==> src/rtl/usb_ls_tx_pkg.sv <==
package usb_ls_tx_pkg;
    typedef enum logic [2:0] {
        ST_IDLE,
        ST_PREP,
        ST_SEND,
        ST_SE0,
        ST_EOPJ
    } tx_state_t;

    localparam logic [7:0] SYNC_BYTE = 8'h80;
    localparam logic [7:0] PID_ACK   = 8'hD2;
    localparam logic [7:0] PID_NAK   = 8'h5A;
endpackage

==> src/rtl/usb_ls_tx_baud.sv <==
module usb_ls_tx_baud #(
    parameter int CLK_PER_BIT = 8
) (
    input  logic clk,
    input  logic rst_n,
    input  logic run_i,
    output logic tick_o
);
    localparam int PH_W = (CLK_PER_BIT > 2) ? $clog2(CLK_PER_BIT) : 1;
    localparam logic [PH_W-1:0] PH_LAST = PH_W'(CLK_PER_BIT - 1);

    logic [PH_W-1:0] ph;

    always_ff @(posedge clk) begin
        if (!rst_n || !run_i) begin
            ph <= '0;
        end else if (ph == PH_LAST) begin
            ph <= '0;
        end else begin
            ph <= ph + PH_W'(1);
        end
    end

    assign tick_o = run_i && (ph == PH_LAST);
endmodule

==> src/rtl/usb_ls_tx_nrzi.sv <==
module usb_ls_tx_nrzi #(
    parameter int STUFF_RUN = 6
) (
    input  logic clk,
    input  logic rst_n,
    input  logic init_i,
    input  logic step_i,
    input  logic bit_i,
    output logic line_o,
    output logic stuff_due_o
);
    localparam int RUN_W = $clog2(STUFF_RUN + 1);

    logic [RUN_W-1:0] run;

    assign stuff_due_o = (run == RUN_W'(STUFF_RUN));

    // line_o: 1 means J, 0 means K
    always_ff @(posedge clk) begin
        if (!rst_n || init_i) begin
            line_o <= 1'b1;
            run    <= '0;
        end else if (step_i) begin
            if (stuff_due_o) begin
                line_o <= ~line_o;
                run    <= '0;
            end else if (bit_i) begin
                run    <= run + RUN_W'(1);
            end else begin
                line_o <= ~line_o;
                run    <= '0;
            end
        end
    end
endmodule

==> src/rtl/usb_ls_tx.sv <==
module usb_ls_tx
    import usb_ls_tx_pkg::*;
#(
    parameter int CLK_PER_BIT = 8,
    parameter int CNT_W       = 8,
    parameter int ADDR_W      = 7,
    parameter int STUFF_RUN   = 6
) (
    input  logic              clk,
    input  logic              rst_n,
    input  logic              start_i,
    input  logic [CNT_W-1:0]  count_i,
    input  logic              hs_i,
    input  logic              hs_nak_i,
    output logic              fetch_o,
    input  logic [7:0]        byte_i,
    input  logic [ADDR_W-1:0] new_addr_i,
    output logic              dp_o,
    output logic              dm_o,
    output logic              oe_o,
    output logic              busy_o,
    output logic [ADDR_W-1:0] addr_o
);
    tx_state_t        state, nxt;
    logic             tick, line, stuff_due;
    logic [7:0]       sh;
    logic [2:0]       bitc;
    logic [CNT_W-1:0] left;
    logic             fin, hs_q, se0_second;
    logic [7:0]       pid_q;
    logic             accept, boundary, consume, step, timer_run;

    assign accept    = (state == ST_IDLE) && start_i;
    assign boundary  = (state == ST_PREP) || ((state == ST_SEND) && tick);
    assign consume   = boundary && !stuff_due && !fin;
    assign step      = consume || (boundary && stuff_due);
    assign timer_run = (state == ST_SEND) || (state == ST_SE0) || (state == ST_EOPJ);
    assign fetch_o   = consume && (bitc == 3'd7) && (left != '0) && !hs_q;

    usb_ls_tx_baud #(.CLK_PER_BIT(CLK_PER_BIT)) u_baud (
        .clk    (clk),
        .rst_n  (rst_n),
        .run_i  (timer_run),
        .tick_o (tick)
    );

    usb_ls_tx_nrzi #(.STUFF_RUN(STUFF_RUN)) u_nrzi (
        .clk         (clk),
        .rst_n       (rst_n),
        .init_i      (accept),
        .step_i      (step),
        .bit_i       (sh[bitc]),
        .line_o      (line),
        .stuff_due_o (stuff_due)
    );

    // state register
    always_ff @(posedge clk) begin
        if (!rst_n) begin
            state <= ST_IDLE;
        end else begin
            state <= nxt;
        end
    end

    // transitions
    always_comb begin
        nxt = state;
        unique case (state)
            ST_IDLE: if (start_i) nxt = ST_PREP;
            ST_PREP: nxt = ST_SEND;
            ST_SEND: if (tick && !stuff_due && fin) nxt = ST_SE0;
            ST_SE0:  if (tick && se0_second) nxt = ST_EOPJ;
            ST_EOPJ: if (tick) nxt = ST_IDLE;
            default: nxt = ST_IDLE;
        endcase
    end

    // bit and byte sequencing
    always_ff @(posedge clk) begin
        if (!rst_n) begin
            sh         <= '0;
            bitc       <= '0;
            left       <= '0;
            fin        <= 1'b0;
            hs_q       <= 1'b0;
            pid_q      <= '0;
            se0_second <= 1'b0;
            addr_o     <= '0;
        end else begin
            if (accept) begin
                sh    <= SYNC_BYTE;
                bitc  <= '0;
                fin   <= 1'b0;
                hs_q  <= hs_i;
                pid_q <= hs_nak_i ? PID_NAK : PID_ACK;
                left  <= hs_i ? CNT_W'(1) : (count_i - CNT_W'(1));
            end
            if (consume) begin
                if (bitc == 3'd7) begin
                    bitc <= '0;
                    if (left != '0) begin
                        sh   <= hs_q ? pid_q : byte_i;
                        left <= left - CNT_W'(1);
                    end else begin
                        fin  <= 1'b1;
                    end
                end else begin
                    bitc <= bitc + 3'd1;
                end
            end
            if (state != ST_SE0) begin
                se0_second <= 1'b0;
            end else if (tick) begin
                se0_second <= 1'b1;
            end
            if ((state == ST_EOPJ) && tick && !hs_q) begin
                addr_o <= new_addr_i;
            end
        end
    end

    // outputs per state
    always_comb begin
        dp_o = 1'b0;
        dm_o = 1'b0;
        oe_o = 1'b0;
        unique case (state)
            ST_IDLE: begin dp_o = 1'b0;  dm_o = 1'b0; oe_o = 1'b0; end
            ST_PREP: begin dp_o = 1'b0;  dm_o = 1'b1; oe_o = 1'b0; end
            ST_SEND: begin dp_o = ~line; dm_o = line; oe_o = 1'b1; end
            ST_SE0:  begin dp_o = 1'b0;  dm_o = 1'b0; oe_o = 1'b1; end
            ST_EOPJ: begin dp_o = 1'b0;  dm_o = 1'b1; oe_o = 1'b1; end
            default: begin dp_o = 1'b0;  dm_o = 1'b0; oe_o = 1'b0; end
        endcase
    end

    assign busy_o = (state != ST_IDLE);
endmodule

==> config.mk <==
export PLATFORM = sky130hd
export DESIGN_NAME = usb_ls_tx
export DESIGN_NICKNAME = d
export VERILOG_FILES = /design/src/rtl/usb_ls_tx_pkg.sv /design/src/rtl/usb_ls_tx_baud.sv /design/src/rtl/usb_ls_tx_nrzi.sv /design/src/rtl/usb_ls_tx.sv
export SDC_FILE = /design/constraint.sdc
export NUM_CORES = 1
export LEC_CHECK = 0
export CAP_MARGIN = 20
export CORE_UTILIZATION = 30
export DETAILED_ROUTE_END_ITERATION = 8
export GPL_TIMING_DRIVEN = 0
export SLEW_MARGIN = 20
export SYNTH_ARGS = -nofsm -noshare
export SYNTH_HDL_FRONTEND = slang
export SYNTH_SLANG_ARGS = --single-unit
==> constraint.sdc <==
create_clock -name clk -period 2.35 [get_ports clk]
set_input_delay 0.3525 -clock clk [delete_from_list [all_inputs] [get_ports clk]]
set_output_delay 0.3525 -clock clk [all_outputs]
set_load 0.01 [all_outputs]
; ---- After elaboration in Yosys (flattened, before gate mapping)
; Cells that the tools add are included.
[word_totals]
regBits = 47
latchBits = 0
ramBits = 0
rom_bits = 0
input_bits = 28
output_inout_bits = 12
word_cells = 100
mem_count = 0
[op_classes]
add_sub_neg = 5
n_mul = 0
div = 0
order_cmp = 1
n_eq_ne = 13
shift = 0
muxes = 32
n_bitwise = 2
reduce_logical = 35
[ops]
columns = op, n
row1 = $mux 8, 11
row2 = $mux 3, 9
row3 = $sub 8x1->8 const B, 2
row4 = $pmux 3 s5, 1
row5 = $logic_and 1x1->1, 14
row6 = $eq 3x3->1 const B, 4
row7 = $add 3x1->3 const B, 3
row8 = $mux 1, 9
row9 = $reduce_bool 8->1, 1
row10 = $eq 3x2->1 const B, 2
row11 = $logic_or 1x1->1, 6
row12 = $ne 2x2->1 const B, 3
row13 = $reduce_or 2->1, 3
row14 = $logic_not 1->1, 5
row15 = $lt 3x4->1 const B, 1
row16 = $ne 2x1->1 const B, 2
row17 = $reduce_and 4->1, 1
row18 = $bmux 1 s3, 1
row19 = $eq 3x1->1 const B, 1
row20 = $logic_not 3->1, 1
row21 = $ne 3x2->1 const B, 1
row22 = $reduce_bool 3->1, 1
row23 = $reduce_or 3->1, 1
row24 = $not 1->1, 2
row25 = other kinds (3), 3

; ---- Depth between registers and ports, before layout
; Gate-level depths: netlist of run 1.
[logic_depth]
ltp_word = 11
mapped_depth = 9
ltp_nobuf = 7

; ---- Cells and area by module
; A second synthesis of run 1 with hierarchy kept.
[unflattened]
cells_unflattened = 265
hier_area_um2 = 2294.7
[modules_own_cells]
columns = module, instances, cells_each, area_per_inst_um2, seq_area_each_um2
row1 = usb_ls_tx, 1, 234, 1958.1, 700.7
row2 = usb_ls_tx_nrzi, 1, 22, 209.0, 80.1
row3 = usb_ls_tx_baud, 1, 9, 127.6, 60.1

; ---- Least setup slack after synthesis of run 1
; Ideal clock, no wire load.
[synth_path]
kind = flip-flop to output port
from = register u_baud.ph[0]
to = output fetch_o
arrival_time_ps = 1719
required_ps = 1997
slack_ps = 278
stages_incl_launch_ff = 9
path_buffers = 2
cell_sequence = dfxtp_1 > ha_1 > ha_1 > and3b_2 > o2111ai_4 > nand2b_4 > buf_6 > buf_4 > nor2_1
[synth_via]
elab_chain_len = 9
[synth_lines]
columns = item, line_no
row1 = start: declaration, usb_ls_tx_baud.sv:12  ; logic [PH_W-1:0] ph;
row2 = start signal: assignment, usb_ls_tx_baud.sv:20  ; ph <= ph + PH_W'(1);
row3 = $eq 3x3->1, usb_ls_tx_baud.sv:24  ; assign tick_o = run_i && (ph == PH_LAST);
row4 = $logic_and 1x1->1, usb_ls_tx_baud.sv:24
row5 = $logic_and 1x1->1, usb_ls_tx.sv:34  ; assign boundary = (state == ST_PREP) || ((state == ST_SEND) && tick);
row6 = $logic_or 1x1->1, usb_ls_tx.sv:34
row7 = $logic_and 1x1->1 (2 in series), usb_ls_tx.sv:35  ; assign consume = boundary && !stuff_due && !fin;
row8 = $logic_and 1x1->1 (3 in series), usb_ls_tx.sv:38  ; assign fetch_o = consume && (bitc == 3'd7) && (left != '0) && !hs_q;
row9 = end: declaration, usb_ls_tx.sv:15  ; output logic fetch_o,
; No other way between the ends.

; ---- Worst setup path after layout of run 1
; Ends and elaborated chain as after synthesis.

==> run metrics, run 1 <==
run status complete, no violations; IO Pins 40; Comb pwr share 0.179; Rows 31; Placed Area 2760 um^2; drt drc 0; Int Power 1190 uW; part of the Yosys area used for sequential elements 0.370; FFs w/ async S/R, synth 0; Die Area 7920 um^2; max-slew violation count 0; clk slew on worst S/H paths 80 ps; Worst-Skew Late Latency 290 ps; distinct cell type count after synthesis between 40 and 50; via count approximately 2000; CP startpoint kind flop; Fin. Hold Viols 0; DP HPWL around 3.8 mm; Net Sw Power between 400 and 500 uW; Sink Count 42; worst path buffer plus inverter count 1; min Tclk post-route about 2300 ps; die width between 80 and 90 um; CTS buffer count 5; crit path capture type primary output; n_diodes 0; GRT Overall Usage 0.144; Worst path top cell family by delay simple AND/OR/NAND/NOR gates; Worst Clk Skew 2.05 ps; Sw Ratio 0.262; Via density 4.80; htree depth 2; number of synthesized register bits 42; grt ovf 0; WL/cell ~13 um; commonest non-fill, non-tap cell in the layout dfxtp_1; Post-Route Setup TNS 0 ps; Min-Delay Path Class primary input to flop; Seq pwr share 0.471; port buffer count 37; max-capacitance violation count 0; Synth Cell Area between 2000 and 2500 um^2; area of the core between 7000 and 8000 um^2; Worst-Margin Slew approximately 600 ps; remaining antenna violation count after routing 0; synthesized area per cell between 8 and 9 um^2; most frequent cells in the layout 42 x dfxtp_1, 36 x clkdlybuf4s50_1, 26 x nand2_1, 26 x nor2_1, 19 x a21oi_1; CTS tree built; largest net degree at the start of global routing 18; chip height roughly 89 um; routability-driven placement congestion ratio ~0.77; Max Fanout on Critical Path 8; initial antenna violation count 0; Gate Count Post-Synth roughly 280; Clk network pwr share 0.350; CP cell instances ha_1 > ha_4 > and3b_2 > o2111ai_4 > nand2b_4 > nor2_1 > clkdlybuf4s15_1; Initial Util 0.311; Pleak around 0.0011 uW; Setup Viol. Count Final 0; Slew Limit Headroom 0.607; Max Buffers Root-to-Sink 2; number of global-route vias before repair 1873; DRT iter0 DRCs approximately 110; Final nets 356; DRT Wirelength 5.37 mm; CTS Hold Buffers Added 0; first-pass GRT wire length approximately 9 mm; ratio of cells with drive above 1 in the final layout 0.0903; Area growth, synth to finish 27.6%; Required @ worst endpoint around 2000 ps; top_reg_cell synth dfxtp_1; Synth Warn # 0; critical path arrival 1920 ps; max incr delay on CP 320 ps; Critical-path top delay cell dfxtp_1; final instance area about 2900 um^2; Pwr Density approximately 560 nW/um^2; maximum vdd drop between 0.2 and 0.25 mV; DRT Pass-1 Iters 4; crit share post-route 0.968; syn_nets ~310; maximum clock frequency ~440 MHz; Root Buffer clkbuf_8; number of synthesized flops with an enable pin 0; critical path class flop to primary output; RSZ-0062 raised after global routing no
final cells by class:
cell class,instances,area [um^2]
Tap cell,99,124
Inverter,13,48.8
Clock buffer,5,68.8
Multi-Input combinational cell,204,1310
Clock inverter,3,40.0
Timing Repair Buffer,41,400
Fill cell,780,4400
Sequential cell,42,841
Buffer,13,66.3
worst register-to-register path: stages, from the launching register on:
cell and delay, ps:
dfxtp_1 350, ha_1 190, ha_4 180, and3b_2 220
o2111ai_4 130, buf_4 190, nor2b_1 350, buf_6 210
a31oi_1 90, a31oi_1 130
what timing repair did:
item                       in CTS  in global routing
setup endpoints to repair       2                  2
buffers inserted                4                  0
gates resized for setup         5                  2
pin swaps                       3                  0
power groups by stage:
stage / registers, uW / logic [uW] / clock network, uW
finish: 758 / 288 / 563
global route: 762 / 323 / 602
CTS: 757 / 289 / 579
detailed placement: 774 / 287 / 0
global placement: 773 / 282 / 0
floorplan: 767 / 182 / 0
sequential cells by signal (all words and copies together), names as in the netlist:
signal / cells
state: 3
sh: 8
left: 8
u_nrzi.run: 3
u_baud.ph: 3
u_nrzi.line_o: 1
pid_q: 3
addr_o: 7
fin: 1
se0_second: 1
bitc: 3
hs_q: 1
metal layers:
metal,global-route usage,part of all wire,vias to the layer above
met5,0,0,-
met4,0.0216,0.0054,0
met3,0.0249,0.036,2
met2,0.231,0.46,29
met1,0.208,0.50,921
li1,-,-,1063
cells in the mapped netlist (2+ instances only):
cell	instances	area (um^2)
a211oi_1	4	30.0
a21oi_1	19	95.1
a31oi_1	7	43.8
and2_1	2	12.5
buf_2	2	10.0
buf_6	3	33.8
clkbuf_1	9	33.8
dfxtp_1	42	841
ha_1	8	100
inv_1	13	48.8
mux2i_1	12	120
nand2_1	26	97.6
nand2b_4	2	27.5
nand3_1	17	85.1
nand3b_1	4	30.0
nor2_1	27	101
nor2b_1	5	31.3
nor3_1	17	85.1
nor3b_1	3	22.5
nor4_1	2	12.5
o211ai_1	2	15.0
o21ai_0	10	50.1
o31a_1	2	17.5
or3_1	7	43.8
xnor2_1	3	26.3
xor2_1	5	43.8
cell families (layout without fill, tap and decap cells):
group / count (synthesis) / in the layout / synth area share
compound gates: 57 / 57 / 0.169
xor+xnor: 8 / 8 / 0.0309
fa+ha+maj: 8 / 8 / 0.0441
buf+inv: 29 / 75 / 0.0606
flops: 42 / 42 / 0.370
mux: 13 / 13 / 0.0579
simple gates: 118 / 118 / 0.267
stage by stage:
step,util,total power [uW],hold WS (ps),instances,setup WS [ps]
after floorplan,-,949,408,275,278
after global placement,0.379,1060,426,411,-387
after detailed placement,0.379,1060,423,411,-403
after CTS,0.397,1620,440,421,6.41
after global routing,0.397,1690,470,420,5.07
final,0.397,1610,432,420,75.6
worst paths after layout:
check	from	endpoint	slack, ps	cells past startpoint
hold reg to reg	u_baud.ph[0]	u_baud.ph[0]	450	1
setup / recovery	u_baud.ph[0]	fetch_o	80	7
setup reg to reg	u_baud.ph[0]	left[3]	240	9
hold / removal	rst_n	u_nrzi.line_o	430	2
No activity file was read; power rests on OpenSTA's default activity.
==> run 2: changes to the inputs <==
--- a/config.mk
+++ b/config.mk
@@ -12,4 +12,5 @@
 export SLEW_MARGIN = 20
 export SYNTH_ARGS = -nofsm -noshare
 export SYNTH_HDL_FRONTEND = slang
+export SYNTH_HIERARCHICAL = 1
 export SYNTH_SLANG_ARGS = --single-unit
==> run 2 against run 1 <==
  * Synthesized area grew 1.1%
  * Synthesized cell count shrank 3.6%
  * Largest cell class unchanged
  * Sequential share of layout area shrank 1.5 points
  * Critical path type unchanged
  * Register-to-register slack lost 180 ps
  * Highest routed layer unchanged
  * Combinational power grew 46%
  * Largest power group unchanged
  * Critical endpoint unchanged
==> run metrics, run 2 <==
run status complete, no violations; FFs w/ async S/R, synth 0; Worst Clk Skew approximately 9.4 ps; Final nets about 360; grt ovf 0; part of the Yosys area used for sequential elements 0.366; Area growth, synth to finish 34.4%; distinct cell type count after synthesis a little under 60; die width a little under 90 um; IO Pins 40; DP HPWL slightly above 4 mm; maximum vdd drop between 0.2 and 0.25 mV; max-capacitance violation count 0; Largest regs left: 8 flops, sh: 8 flops, addr_o: 7 flops; GRT Overall Usage 0.160; critical path arrival 1930 ps; Sw Ratio 0.305; most common cell in the netlist dfxtp_1; Clk network pwr share 0.294; Initial Util 0.313; Synth Cell Area roughly 2300 um^2; reg2reg start u_baud/ph[0]; commonest non-fill, non-tap cell in the layout dfxtp_1; first-pass GRT wire length approximately 9.7 mm; Seq pwr share 0.458; Max Fanout on Critical Path 4; maximum clock frequency ~440 MHz; Core Util, Final 0.421; largest net degree at the start of global routing 13; initial antenna violation count 0; remaining antenna violation count after routing 0; routed wire length on met2 between 2 and 3 mm; met3 WL ~230 um; CTS tree built; DRT iter0 DRCs 98; Fin. Hold Viols 0; WL/cell 14.0 um; Pwr Density between 500 and 600 nW/um^2; critical path startpoint state[0]; synthesized area per cell slightly below 9 um^2; Comb pwr share 0.249; drt drc 0; R2R Path End left[4]; port buffer count 38; number of global-route vias before repair slightly above 2000; clk slew on worst S/H paths around 90 ps; htree depth 2; DRT Wirelength just under 6 mm; via count around 2200; Critical Path End fetch_o; Gate Count Post-Synth roughly 270; R2R Setup Slk between 60 and 70 ps; Required @ worst endpoint 2000 ps; post-placement setup slack -779 ps; chip height just under 90 um; max-slew violation count 0; Worst Setup Slack, final around 63 ps; Power Total between 1500 and 2000 uW; DRT Pass-1 Iters 4; Setup Viol. Count Final 0; Max Buffers Root-to-Sink 2; Worst-Skew Late Latency around 300 ps; routability-driven placement congestion ratio about 0.86; CTS buffer count 5; Layout fillers around 730; crit path capture type primary output; area of the core approximately 7300 um^2; RSZ-0062 raised after global routing yes; critical path class flop to primary output; Sink Count 42; min Tclk post-route between 2000 and 2500 ps; Min-Delay Path Class primary input to flop; Synth top area share 0.366; Worst-Margin Slew 523 ps; number of synthesized register bits 42; most frequent cells in the layout 38 x dfxtp_1, 37 x clkdlybuf4s50_1, 23 x nor2_1; CTS Hold Buffers Added 0; Net Sw Power approximately 510 uW; number of synthesized flops with an enable pin 0; Synth top cells by count 42 x dfxtp_1, 24 x nor2_1, 18 x a21oi_1; Int Power about 1200 uW; ratio of cells with drive above 1 in the final layout 0.187; Slew Limit Headroom 0.651; crit share post-route 0.973; CP startpoint kind flop; Max Used Layer met4; Pleak between 0.001 and 0.0015 uW; Via density a little over 5; Synth Warn # 6; cell taking the most area after synthesis dfxtp_1; n_diodes 0; met1 wire length 2.85 mm; syn_nets between 300 and 400; Die Area roughly 8000 um^2; leading post-synthesis cells by cell area dfxtp_1 37%, ha_1 4.4%, a21oi_1 3.9%; r2r worst-path depth 9; Root Buffer clkbuf_8; top_reg_cell synth dfxtp_1; Rows 31
[run 2: cell types whose count changed after synthesis, sizes merged, moves of 4 or more]
| cell | previous run | this run |
|---|---|---|
| nor3 | 17 | 7 |
| o211ai | 2 | 9 |
| mux2i | 12 | 8 |
| nand2 | 26 | 15 |
| a31oi | 7 | 2 |
| nand3 | 17 | 11 |
| o21ai | 10 | 16 |
| or4 | 0 | 5 |
[run 2: logic make-up (layout without fill, tap and decap cells)]
family | count (synthesis) | after routing | share of synthesized area
adders and majority gates | 8 | 8 | 0.0436
buffers and inverters | 31 | 92 | 0.0556
AOI/OAI and AO/OA | 68 | 68 | 0.204
xor gates and xnor gates | 6 | 6 | 0.0229
DFF | 42 | 42 | 0.366
muxes | 12 | 12 | 0.0643
and+or+nand+nor | 98 | 98 | 0.243
[run 2: routing by layer]
metal / vias up / track usage
met5: - / 0
met2: 48 / 0.255
met4: 0 / 0.0722
li1: 1093 / -
met3: 11 / 0.0323
met1: 1017 / 0.208
[run 2: worst min-delay path by stage]
stage | start | endpoint | cells after the start
final | hs_i | hs_q | 3
after global routing | hs_i | hs_q | 3
after CTS | hs_i | hs_q | 3
after detailed placement | pid_q[3] | pid_q[3] | 2
after global placement | pid_q[3] | pid_q[3] | 2
after floorplan | pid_q[3] | pid_q[3] | 2
[run 2: through the flow]
step                area [um^2]  std cells  TNS, ps  hold WS, ps
finish                     3080        425        0          429
global placement           2800        402    -7520          439
global route               3080        425     -182          454
CTS                        3010        417        0          435
detailed placement         2800        402    -8390          456
floorplan                  2300        265        0          433
[run 2: what timing repair did]
action,CTS,global route
pin swaps,4,6
endpoints found under the setup margin,26,15
buffers inserted,7,8
resized for setup,23,7
[run 2: area by class of cell]
class                      count  area, um^2  share of cell area
tap                           99         124              0.0402
timing repair buffer          53         488               0.158
clock inverter                 1        5.00             0.00162
sequential                    42         848               0.275
clock buffer                   7        86.3              0.0280
inverter                      15        56.3              0.0183
buffer                        16        93.8              0.0304
multi-input combinational    192        1380               0.448
[run 2: worst max-delay path, cell delays in order (launching register included)]
cell	delay [ps]
dfxtp_4	370
buf_8	130
nor2_4	100
nand2_2	100
o21ai_2	80
and2_4	160
nand3b_1	150
a21boi_4	240
nand2_2	90
nor2_1	80
buf_2	130
[run 2: power by group through the flow]
stage	logic, uW	clock network (uW)	registers, uW
after global routing	464	534	778
after floorplan	236	0	778
after detailed placement	369	0	786
after CTS	389	510	771
final	420	496	773
after global placement	364	0	785
==> run 3: changes to the inputs <==
--- a/config.mk
+++ b/config.mk
@@ -6,9 +6,10 @@
 export NUM_CORES = 1
 export LEC_CHECK = 0
 export CAP_MARGIN = 20
-export CORE_UTILIZATION = 30
+export CORE_UTILIZATION = 53
 export DETAILED_ROUTE_END_ITERATION = 8
 export GPL_TIMING_DRIVEN = 0
+export PLACE_DENSITY = 0.8
 export SLEW_MARGIN = 20
 export SYNTH_ARGS = -nofsm -noshare
 export SYNTH_HDL_FRONTEND = slang
==> run 3 against run 2 <==
  * Sequential power hardly changed
  * Design area is 3.1% lower
  * Maximum frequency is 0.59% lower
  * Non-clock buffer count is 4 lower
  * Worst setup slack worse by 14 ps
  * Total power is 3.4% lower
  * Combinational power is 5.2% lower
  * Die area is 43% lower
  * Global-route usage is 11 points higher
  * Hold slack better by 11 ps
  * Critical endpoint unchanged
==> run metrics, run 3 (synthesized netlist as in run 2, its figures left out) <==
CTS tree built; Setup Viol. Count Final 0; crit share post-route 0.979; run status complete, no violations; Fin. Hold Viols 0; die width 67.8 um; port buffer count 38; Final nets 357; via count about 2200; critical path arrival a little under 2000 ps; Max Fanout on Critical Path 3; Max Buffers Root-to-Sink 2; Seq pwr share 0.473; n_diodes 0; R2R Setup Slk about 120 ps; Root Buffer clkbuf_8; reg2reg start state[1]; Net Sw Power around 500 uW; Comb pwr share 0.244; Worst-Margin Slew between 500 and 600 ps; DRT Pass-1 Iters 4; WL/cell about 15 um; max-capacitance violation count 0; largest net degree at the start of global routing 14; DRT iter0 DRCs 108; IO Pins 40; number of global-route vias before repair approximately 2000; Worst Setup Slack, final 49.0 ps; DP HPWL around 3.9 mm; max incr delay on CP 330 ps; Via density slightly below 6; maximum vdd drop ~0.35 mV; worst path buffer plus inverter count 2; area of the core between 4000 and 5000 um^2; first-pass GRT wire length 9.00 mm; clk slew on worst S/H paths around 80 ps; Worst Clk Skew between 5 and 6 ps; final cell count without fillers 372; commonest non-fill, non-tap cell in the layout dfxtp_1; Largest regs left: 8 flops, sh: 8 flops, addr_o: 7 flops; initial antenna violation count 0; critical path startpoint u_nrzi/run[0]; Rows 23; Core Util, Final 0.731; Sink Count 42; critical path class flop to primary output; remaining antenna violation count after routing 0; Initial Util 0.562; routability-driven placement congestion ratio roughly 0.9; post-placement setup slack -702 ps; CTS buffer count 5; Die Area 4600 um^2; Critical-path top delay cell dfxtp_2; most frequent cells in the layout 38 x dfxtp_1, 37 x clkdlybuf4s50_1, 23 x nor2_1; crit path capture type primary output; Hold EP hs_q; chip height 67.8 um; R2R Path End u_nrzi/run[2]; drt drc 0; Worst-Skew Late Latency 300 ps; htree depth 2; Clk network pwr share 0.283; ratio of cells with drive above 1 in the final layout 0.174; Pwr Density around 550 nW/um^2; Sw Ratio 0.308; min-delay src hs_i; r2r worst-path depth 12; DRT Wirelength between 5 and 6 mm; RSZ-0062 raised after global routing yes; grt ovf 0; Post-Place Cells 353; Area growth, synth to finish 30.2%; Min-Delay Path Class primary input to flop; Layout fillers between 300 and 400; maximum clock frequency roughly 430 MHz; Hold Crit Depth 3; CP cell instances inv_1 > ha_1 > and2_4 > nor4b_4 > a21boi_4 > nand2_2 > nor2_1 > buf_2; Slew Limit Headroom 0.662; Pleak roughly 0.0012 uW; min Tclk post-route about 2300 ps; Worst path top cell family by delay simple AND/OR/NAND/NOR gates; CTS Hold Buffers Added 0; GRT Overall Usage 0.266; Required @ worst endpoint about 2000 ps; CP startpoint kind flop; Int Power roughly 1100 uW; max-slew violation count 0
[run 3: tightest hold or removal path, cell delays in order]
cell and delay (ps):
clkbuf_1 170, nand2_1 100, a21oi_1 60
[run 3: worst max-delay path by stage]
stage,cells past startpoint,slack [ps],endpoint
after global placement,10,-670,fetch_o
after CTS,8,3,fetch_o
after floorplan,10,6,left[4]
after detailed placement,10,-700,fetch_o
final,8,50,fetch_o
after global routing,8,-40,fetch_o
[run 3: power by group through the flow]
stage / registers [uW] / clock network [uW] / logic [uW]
6_report: 772 / 462 / 398
3_5_place_dp: 786 / 0 / 362
4_1_cts: 770 / 472 / 385
2_1_floorplan: 778 / 0 / 236
3_3_place_gp: 784 / 0 / 356
5_1_grt: 776 / 502 / 437
[run 3: routing by layer]
layer / global-route usage / up-vias / part of all wire
met5: 0 / - / 0
met4: 0.104 / 0 / 0.025
met3: 0.0574 / 13 / 0.044
met2: 0.411 / 60 / 0.46
met1: 0.357 / 1034 / 0.47
li1: - / 1089 / -
[run 3: per-stage QoR]
step / TNS (ps) / hold slack, ps / power, uW / area [um^2]
3_5_place_dp: -6680 / 462 / 1150 / 2740
3_3_place_gp: -5770 / 440 / 1140 / 2740
2_1_floorplan: 0 / 433 / 1010 / 2300
4_1_cts: 0 / 434 / 1630 / 2920
6_report: 0 / 440 / 1630 / 2990
5_1_grt: -45.0 / 480 / 1710 / 2990
[run 3: cell type report]
class | count | area (um^2) | share of cell area
sequential | 42 | 846 | 0.283
multi-input combinational | 192 | 1390 | 0.464
tap | 50 | 62.6 | 0.0209
buffer | 16 | 91.3 | 0.0306
clock inverter | 2 | 13.8 | 0.00461
inverter | 15 | 56.3 | 0.0189
clock buffer | 6 | 72.6 | 0.0243
timing repair buffer | 49 | 458 | 0.153
[run 3: timing repair]
| action | in CTS | in global routing |
|---|---|---|
| endpoints found under the setup margin | 25 | 14 |
| hold endpoints to repair | 0 | 0 |
| pin swaps | 3 | 6 |
| gates resized for setup | 19 | 10 |
| setup buffers | 6 | 5 |
